<file path="src/rtl/beamlist_pkg.sv">
package beamlist_pkg;

    localparam int WORD_W = 16;
    localparam int VPOS_W = 8;
    localparam int HPOS_W = 7;
    localparam int BEAM_W = VPOS_W + HPOS_W;

    typedef enum logic [1:0] {
        ST_FETCH_A = 2'd0,
        ST_FETCH_B = 2'd1,
        ST_HOLD    = 2'd2
    } seq_state_t;

    typedef enum logic [1:0] {
        OP_MOVE = 2'd0,
        OP_WAIT = 2'd1,
        OP_SKIP = 2'd2
    } op_kind_t;

    typedef struct packed {
        logic [VPOS_W-1:0] v;
        logic [HPOS_W-1:0] h;
    } beam_pos_t;

    typedef struct packed {
        beam_pos_t target;
        beam_pos_t mask;
    } beam_cond_t;

    function automatic op_kind_t classify(input logic [WORD_W-1:0] w1,
                                          input logic [WORD_W-1:0] w2);
        if (!w1[0])
            return OP_MOVE;
        else if (w2[0])
            return OP_SKIP;
        else
            return OP_WAIT;
    endfunction

    function automatic logic pos_reached(input beam_pos_t cur,
                                         input beam_cond_t cond);
        logic [BEAM_W-1:0] lhs;
        logic [BEAM_W-1:0] rhs;
        lhs = cur & cond.mask;
        rhs = cond.target & cond.mask;
        return lhs >= rhs;
    endfunction

endpackage

</file>
<file path="src/rtl/bl_decode.sv">
module bl_decode
    import beamlist_pkg::*;
#(
    parameter int REG_AW = 8
) (
    input  logic [WORD_W-1:0] word_a,
    input  logic [WORD_W-1:0] word_b,
    output op_kind_t          op,
    output beam_cond_t        cond,
    output logic [REG_AW-1:0] reg_addr,
    output logic [WORD_W-1:0] data
);
    always_comb begin
        op          = classify(word_a, word_b);
        cond.target = beam_pos_t'(word_a[WORD_W-1:1]);
        cond.mask   = beam_pos_t'(word_b[WORD_W-1:1]);
        reg_addr    = word_a[REG_AW:1];
        data        = word_b;
    end
endmodule

</file>
<file path="src/rtl/bl_beam_cmp.sv">
module bl_beam_cmp
    import beamlist_pkg::*;
(
    input  logic [VPOS_W-1:0] beam_v,
    input  logic [HPOS_W-1:0] beam_h,
    input  beam_cond_t        cond,
    output logic              hit
);
    beam_pos_t cur;

    always_comb begin
        cur.v = beam_v;
        cur.h = beam_h;
        hit   = pos_reached(cur, cond);
    end
endmodule

</file>
<file path="src/rtl/bl_write_gate.sv">
module bl_write_gate #(
    parameter int unsigned REG_AW     = 8,
    parameter int unsigned PROT_LIMIT = 32,
    parameter int unsigned PTR_REG    = 126,
    parameter int unsigned JUMP_REG   = 127
) (
    input  logic              fire,
    input  logic [REG_AW-1:0] reg_addr,
    input  logic              danger_en,
    output logic              ext_wr,
    output logic              ptr_wr,
    output logic              jump_wr
);
    localparam logic [REG_AW-1:0] LIMIT_A = REG_AW'(PROT_LIMIT);
    localparam logic [REG_AW-1:0] PTR_A   = REG_AW'(PTR_REG);
    localparam logic [REG_AW-1:0] JUMP_A  = REG_AW'(JUMP_REG);

    logic is_ptr;
    logic is_jump;
    logic allowed;

    always_comb begin
        is_ptr  = (reg_addr == PTR_A);
        is_jump = (reg_addr == JUMP_A);
        allowed = (reg_addr >= LIMIT_A) || danger_en;
        ptr_wr  = fire && is_ptr;
        jump_wr = fire && is_jump;
        ext_wr  = fire && !is_ptr && !is_jump && allowed;
    end
endmodule

</file>
<file path="src/rtl/bl_sequencer.sv">
module bl_sequencer
    import beamlist_pkg::*;
#(
    parameter int ADDR_W = 16
) (
    input  logic              clk,
    input  logic              rst,
    input  logic              restart,
    input  logic [ADDR_W-1:0] list_start,
    input  logic [WORD_W-1:0] rdata,
    input  op_kind_t          op,
    input  beam_cond_t        cond_dec,
    input  logic              hit,
    input  logic              ptr_wr,
    input  logic              jump_wr,
    input  logic [WORD_W-1:0] move_data,
    output seq_state_t        state,
    output logic [ADDR_W-1:0] pc,
    output logic [WORD_W-1:0] word_a,
    output beam_cond_t        cond_held
);
    localparam logic [ADDR_W-1:0] STEP_ONE  = ADDR_W'(1);
    localparam logic [ADDR_W-1:0] STEP_SKIP = ADDR_W'(3);

    logic [ADDR_W-1:0] jump_ptr;

    always_ff @(posedge clk) begin
        if (rst) begin
            state     <= ST_FETCH_A;
            pc        <= list_start;
            word_a    <= '0;
            cond_held <= '0;
            jump_ptr  <= '0;
        end else if (restart) begin
            state <= ST_FETCH_A;
            pc    <= list_start;
        end else begin
            unique case (state)
                ST_FETCH_A: begin
                    word_a <= rdata;
                    pc     <= pc + STEP_ONE;
                    state  <= ST_FETCH_B;
                end
                ST_FETCH_B: begin
                    unique case (op)
                        OP_MOVE: begin
                            state <= ST_FETCH_A;
                            if (jump_wr)
                                pc <= jump_ptr;
                            else
                                pc <= pc + STEP_ONE;
                            if (ptr_wr)
                                jump_ptr <= ADDR_W'(move_data);
                        end
                        OP_WAIT: begin
                            cond_held <= cond_dec;
                            pc        <= pc + STEP_ONE;
                            state     <= ST_HOLD;
                        end
                        OP_SKIP: begin
                            pc    <= hit ? pc + STEP_SKIP : pc + STEP_ONE;
                            state <= ST_FETCH_A;
                        end
                        default: state <= ST_FETCH_A;
                    endcase
                end
                ST_HOLD: begin
                    if (hit)
                        state <= ST_FETCH_A;
                end
                default: state <= ST_FETCH_A;
            endcase
        end
    end
endmodule

</file>
<file path="src/rtl/beamlist_engine.sv">
module beamlist_engine
    import beamlist_pkg::*;
#(
    parameter int          ADDR_W     = 16,
    parameter int          REG_AW     = 8,
    parameter int unsigned PROT_LIMIT = 32,
    parameter int unsigned PTR_REG    = 126,
    parameter int unsigned JUMP_REG   = 127
) (
    input  logic              clk,
    input  logic              rst,
    input  logic [7:0]        beam_v,
    input  logic [6:0]        beam_h,
    input  logic [ADDR_W-1:0] list_start,
    input  logic              restart,
    input  logic              danger_en,
    output logic [ADDR_W-1:0] mem_addr,
    input  logic [15:0]       mem_rdata,
    output logic              wr_en,
    output logic [REG_AW-1:0] wr_addr,
    output logic [15:0]       wr_data
);
    seq_state_t        state_q;
    logic [ADDR_W-1:0] pc_q;
    logic [WORD_W-1:0] word_a_q;
    beam_cond_t        cond_held;
    beam_cond_t        cond_dec;
    beam_cond_t        cond_sel;
    op_kind_t          op_dec;
    logic [REG_AW-1:0] reg_addr_dec;
    logic [WORD_W-1:0] data_dec;
    logic              cmp_hit;
    logic              move_fire;
    logic              ext_wr;
    logic              ptr_wr;
    logic              jump_wr;

    bl_decode #(.REG_AW(REG_AW)) u_dec (
        .word_a   (word_a_q),
        .word_b   (mem_rdata),
        .op       (op_dec),
        .cond     (cond_dec),
        .reg_addr (reg_addr_dec),
        .data     (data_dec)
    );

    assign cond_sel = (state_q == ST_HOLD) ? cond_held : cond_dec;

    bl_beam_cmp u_cmp (
        .beam_v (beam_v),
        .beam_h (beam_h),
        .cond   (cond_sel),
        .hit    (cmp_hit)
    );

    assign move_fire = (state_q == ST_FETCH_B) && (op_dec == OP_MOVE) && !restart;

    bl_write_gate #(
        .REG_AW     (REG_AW),
        .PROT_LIMIT (PROT_LIMIT),
        .PTR_REG    (PTR_REG),
        .JUMP_REG   (JUMP_REG)
    ) u_gate (
        .fire      (move_fire),
        .reg_addr  (reg_addr_dec),
        .danger_en (danger_en),
        .ext_wr    (ext_wr),
        .ptr_wr    (ptr_wr),
        .jump_wr   (jump_wr)
    );

    bl_sequencer #(.ADDR_W(ADDR_W)) u_seq (
        .clk        (clk),
        .rst        (rst),
        .restart    (restart),
        .list_start (list_start),
        .rdata      (mem_rdata),
        .op         (op_dec),
        .cond_dec   (cond_dec),
        .hit        (cmp_hit),
        .ptr_wr     (ptr_wr),
        .jump_wr    (jump_wr),
        .move_data  (data_dec),
        .state      (state_q),
        .pc         (pc_q),
        .word_a     (word_a_q),
        .cond_held  (cond_held)
    );

    assign mem_addr = pc_q;

    always_ff @(posedge clk) begin
        if (rst) begin
            wr_en   <= 1'b0;
            wr_addr <= '0;
            wr_data <= '0;
        end else begin
            wr_en <= ext_wr;
            if (ext_wr) begin
                wr_addr <= reg_addr_dec;
                wr_data <= data_dec;
            end
        end
    end
endmodule

</file>
<file path="config.mk">
export PLATFORM = sky130hd
export DESIGN_NAME = beamlist_engine
export DESIGN_NICKNAME = d
export VERILOG_FILES = /design/src/rtl/beamlist_pkg.sv /design/src/rtl/bl_decode.sv /design/src/rtl/bl_beam_cmp.sv /design/src/rtl/bl_write_gate.sv /design/src/rtl/bl_sequencer.sv /design/src/rtl/beamlist_engine.sv
export SDC_FILE = /design/constraint.sdc
export NUM_CORES = 1
export LEC_CHECK = 0
export BUFFER_PORTS_ARGS = -buffer_cell sky130_fd_sc_hd__buf_4
export CAP_MARGIN = 30
export CORE_ASPECT_RATIO = 0.5
export CORE_MARGIN = 2
export CORE_UTILIZATION = 45
export CTS_CLUSTER_SIZE = 8
export DETAILED_ROUTE_END_ITERATION = 8
export GPL_ROUTABILITY_DRIVEN = 0
export PLACE_DENSITY = 0.68
export SLEW_MARGIN = 0
export SYNTH_ARGS = -nofsm -noshare
export SYNTH_HDL_FRONTEND = slang
export SYNTH_SLANG_ARGS = --single-unit
export TNS_END_PERCENT = 30
</file>
<file path="constraint.sdc">
create_clock -name clk -period 4.4 [get_ports clk]
set_clock_uncertainty 0.05 [all_clocks]
set_input_delay 0.66 -clock clk [delete_from_list [all_inputs] [get_ports clk]]
set_output_delay 0.66 -clock clk [all_outputs]
set_load 0.02 [all_outputs]
</file>
==> flow_metrics.py <==
metrics = {
    "status": {
        "outcome": "completed",
    },
    "die": {
        "pin_count": 92,
        "die_h_um": 80.4,
        "rows": 27,
        "core_mm2": 0.0112,
        "die_area_mm2": 0.0126,
        "start_util": 0.470,
        "die_w_um": 157,
    },
    "timing": {
        "setup_viol": 0,
        "fmax_mhz": 265,
        "relSlewSlack": 0.335,
        "finalHoldWorstSlack_ns": 0.401,
        "hold_viol_final": 0,
        "worst_slew_pin_slew_ns": 0.994,
        "min_period_ns": 3.77,
        "rsz0062_at_grt": "false",
        "maxSlewViolCount": 0,
        "fin_crit_sh": 0.857,
        "final.setup.tns_ns": 0,
    },
    "placement": {
        "io_buffers": 91,
        "placed_area_mm2": 0.00606,
        "detailedPlacementHpwl_um": 10300,
    },
    "cells_and_area": {
        "drive_gt1_frac": 0.174,
        "design_area_mm2": 0.00641,
        "area_growth_syn_to_layout_pct": 22.0,
        "diodes": 0,
        "nets": 815,
    },
    "cts": {
        "clk_pin_slew_ns": 0.07,
        "cts_tree": "done",
        "clock_sinks": 105,
        "post_cts_buffers": 0,
        "cts_hold_buf": 0,
        "cts_buffers": 9,
        "cts_resized": 0,
        "clock_latency_ns": 0.35,
        "cts-root-buf": "clkbuf_16",
        "htreeDepth": 3,
        "clock_path_buffers": 2,
    },
    "synthesis": {
        "synth_flop_cell": "dfxtp_1",
        "ys_seq_area_frac": 0.431,
        "yosys.area.top_type": "dfxtp_1",
        "ys_top_cells_by_count": "nand2_1, a21oi_1, dfxtp_1",
        "synth_cells": 675,
        "ys_top_cells_by_area": "dfxtp_1, nand2_1, edfxtp_1, a21oi_1, ha_1",
        "yosysTopAreaCellShare": 0.339,
        "synth_edf_count": 16,
        "synth_area_mm2": 0.00525,
        "synth_area_per_cell_um2": 7.78,
        "synth_seq_cells": 105,
        "yosysMostFrequentCell": "nand2_1",
        "yosys_warnings": 0,
        "synthArstFlopShare": 0,
        "ys_types": 50,
        "synth_fp_nets": 743,
    },
    "worst_setup_path": {
        "critical_path.cell_chain": "nor2b_1 -> buf_4 -> and3_1 -> a31oi_1 -> ha_1 -> nand4_1 -> or3_4 -> o31ai_4 -> o21a_1 -> o221ai_1 -> o21ai_0 -> o311ai_1",
        "crit_arrival_ns": 3.81,
        "path_class": "reg2reg",
        "crit_fanout": 30,
        "worstSetupStartpointType": "flip-flop",
        "required_ns": 4.44,
        "end_kind": "flip-flop",
        "slowest_stage": "or3_4",
        "slowest_delay_ns": 0.44,
    },
    "min_path": {
        "hp-class": "reg2reg",
    },
    "drt": {
        "drtAntennaViolNets": 0,
        "first_pass_iters": 5,
        "avgViaCountPerCell": 5.50,
        "via_count": 5007,
        "wirelength_um": 14600,
        "drc": 0,
        "wl_per_cell_um": 16.1,
        "dr.first_iter.drc_count": 420,
    },
    "global_route": {
        "antenna_found_initial": 0,
        "grt_max_degree": 90,
        "grt_pass1_vias": 4631,
        "grt_overflow_total": 0,
        "grt_usage": 0.240,
        "grt_first_pass_wirelength_um": 23500,
    },
    "job": {
        "drv_cap": 0,
    },
    "power": {
        "leakage_nw": 2.52,
        "ir_drop_uv": 150,
        "power_density_mw_per_mm2": 358,
    },
}
[placed cells by master, fill, tap and decap left out, types with 7 or more instances in the layout]
| master | count |
|---|---|
| nand3_1 | 13 |
| o21ai_0 | 21 |
| mux2i_1 | 16 |
| o211ai_1 | 11 |
| ha_1 | 17 |
| buf_4 | 98 |
| inv_1 | 7 |
| a31oi_1 | 17 |
| nor2_1 | 34 |
| and3_1 | 29 |
| dfxtp_1 | 89 |
| nand2_1 | 204 |
| edfxtp_1 | 16 |
| a21boi_0 | 14 |
| a21oi_1 | 91 |
| clkbuf_16 | 9 |
[critical path, delay by kind of cell (launching register included)]
kind,cells,cell delay [ns]
buffers and inverters,1,0.30
DFF,1,0.43
and+or+nand+nor,4,0.97
AOI/OAI and AO/OA,6,1.44
adders and majority gates,1,0.33
[final cells by class]
type / instances / area [µm²]
Tap cell: 159 / 199
Fill cell: 1081 / 4770
Sequential cell: 105 / 2260
Inverter: 7 / 26.3
Timing Repair Buffer: 101 / 783
Multi-Input combinational cell: 523 / 2810
Clock inverter: 5 / 76.3
Clock buffer: 11 / 253
[final timing paths]
path | slack (ns) | cells after the start | from | to
min | 0.40 | 2 | u_seq.cond_held[17] | u_seq.cond_held[17]
max reg2reg | 0.63 | 12 | u_seq.state[1] | u_seq.pc[12]
min reg2reg | 0.40 | 2 | u_seq.cond_held[17] | u_seq.cond_held[17]
max | 0.63 | 12 | u_seq.state[1] | u_seq.pc[12]
[power by group]
part / switching [mW] / internal [mW] / leakage, nW
Combinational: 0.199 / 0.141 / 1.47
Clock: 0.359 / 0.529 / 0.166
Sequential: 0.0502 / 1.02 / 0.885
[per-layer routing]
layer,up-vias,share of wire,track usage
met5,-,0,0
met2,174,0.44,0.381
met1,2325,0.48,0.338
li1,2495,-,-
met3,13,0.069,0.0443
met4,0,0.0094,0.0569
[registers in the layout, summed over array words and instances, names as in the netlist]
| name | count |
|---|---|
| u_seq.cond_held | 30 |
| u_seq.jump_ptr | 16 |
| u_seq.pc | 16 |
| u_seq.word_a | 16 |
| wr_data | 16 |
| wr_addr | 8 |
| u_seq.state | 2 |
| wr_en | 1 |
[logic make-up (layout without fill, tap and decap cells)]
logic type,count (synthesis),count (layout),share of synthesized area
simple gates,309,309,0.253
compound gates,179,179,0.205
flops,105,105,0.431
buf+inv,47,124,0.0357
fa+ha+maj,18,18,0.0431
mux,16,16,0.0305
xor+xnor,1,1,0.00167
[through the flow]
step	util	worst slack, ns	cells	total power, mW
floorplan	-	1.13	675	1.28
global placement	0.539	0.795	892	1.42
detailed placement	0.542	0.694	894	1.43
CTS	0.572	0.668	910	2.30
global route	0.573	0.354	911	2.38
finish	0.573	0.631	911	2.30
Power figures use the tool's default switching activity.
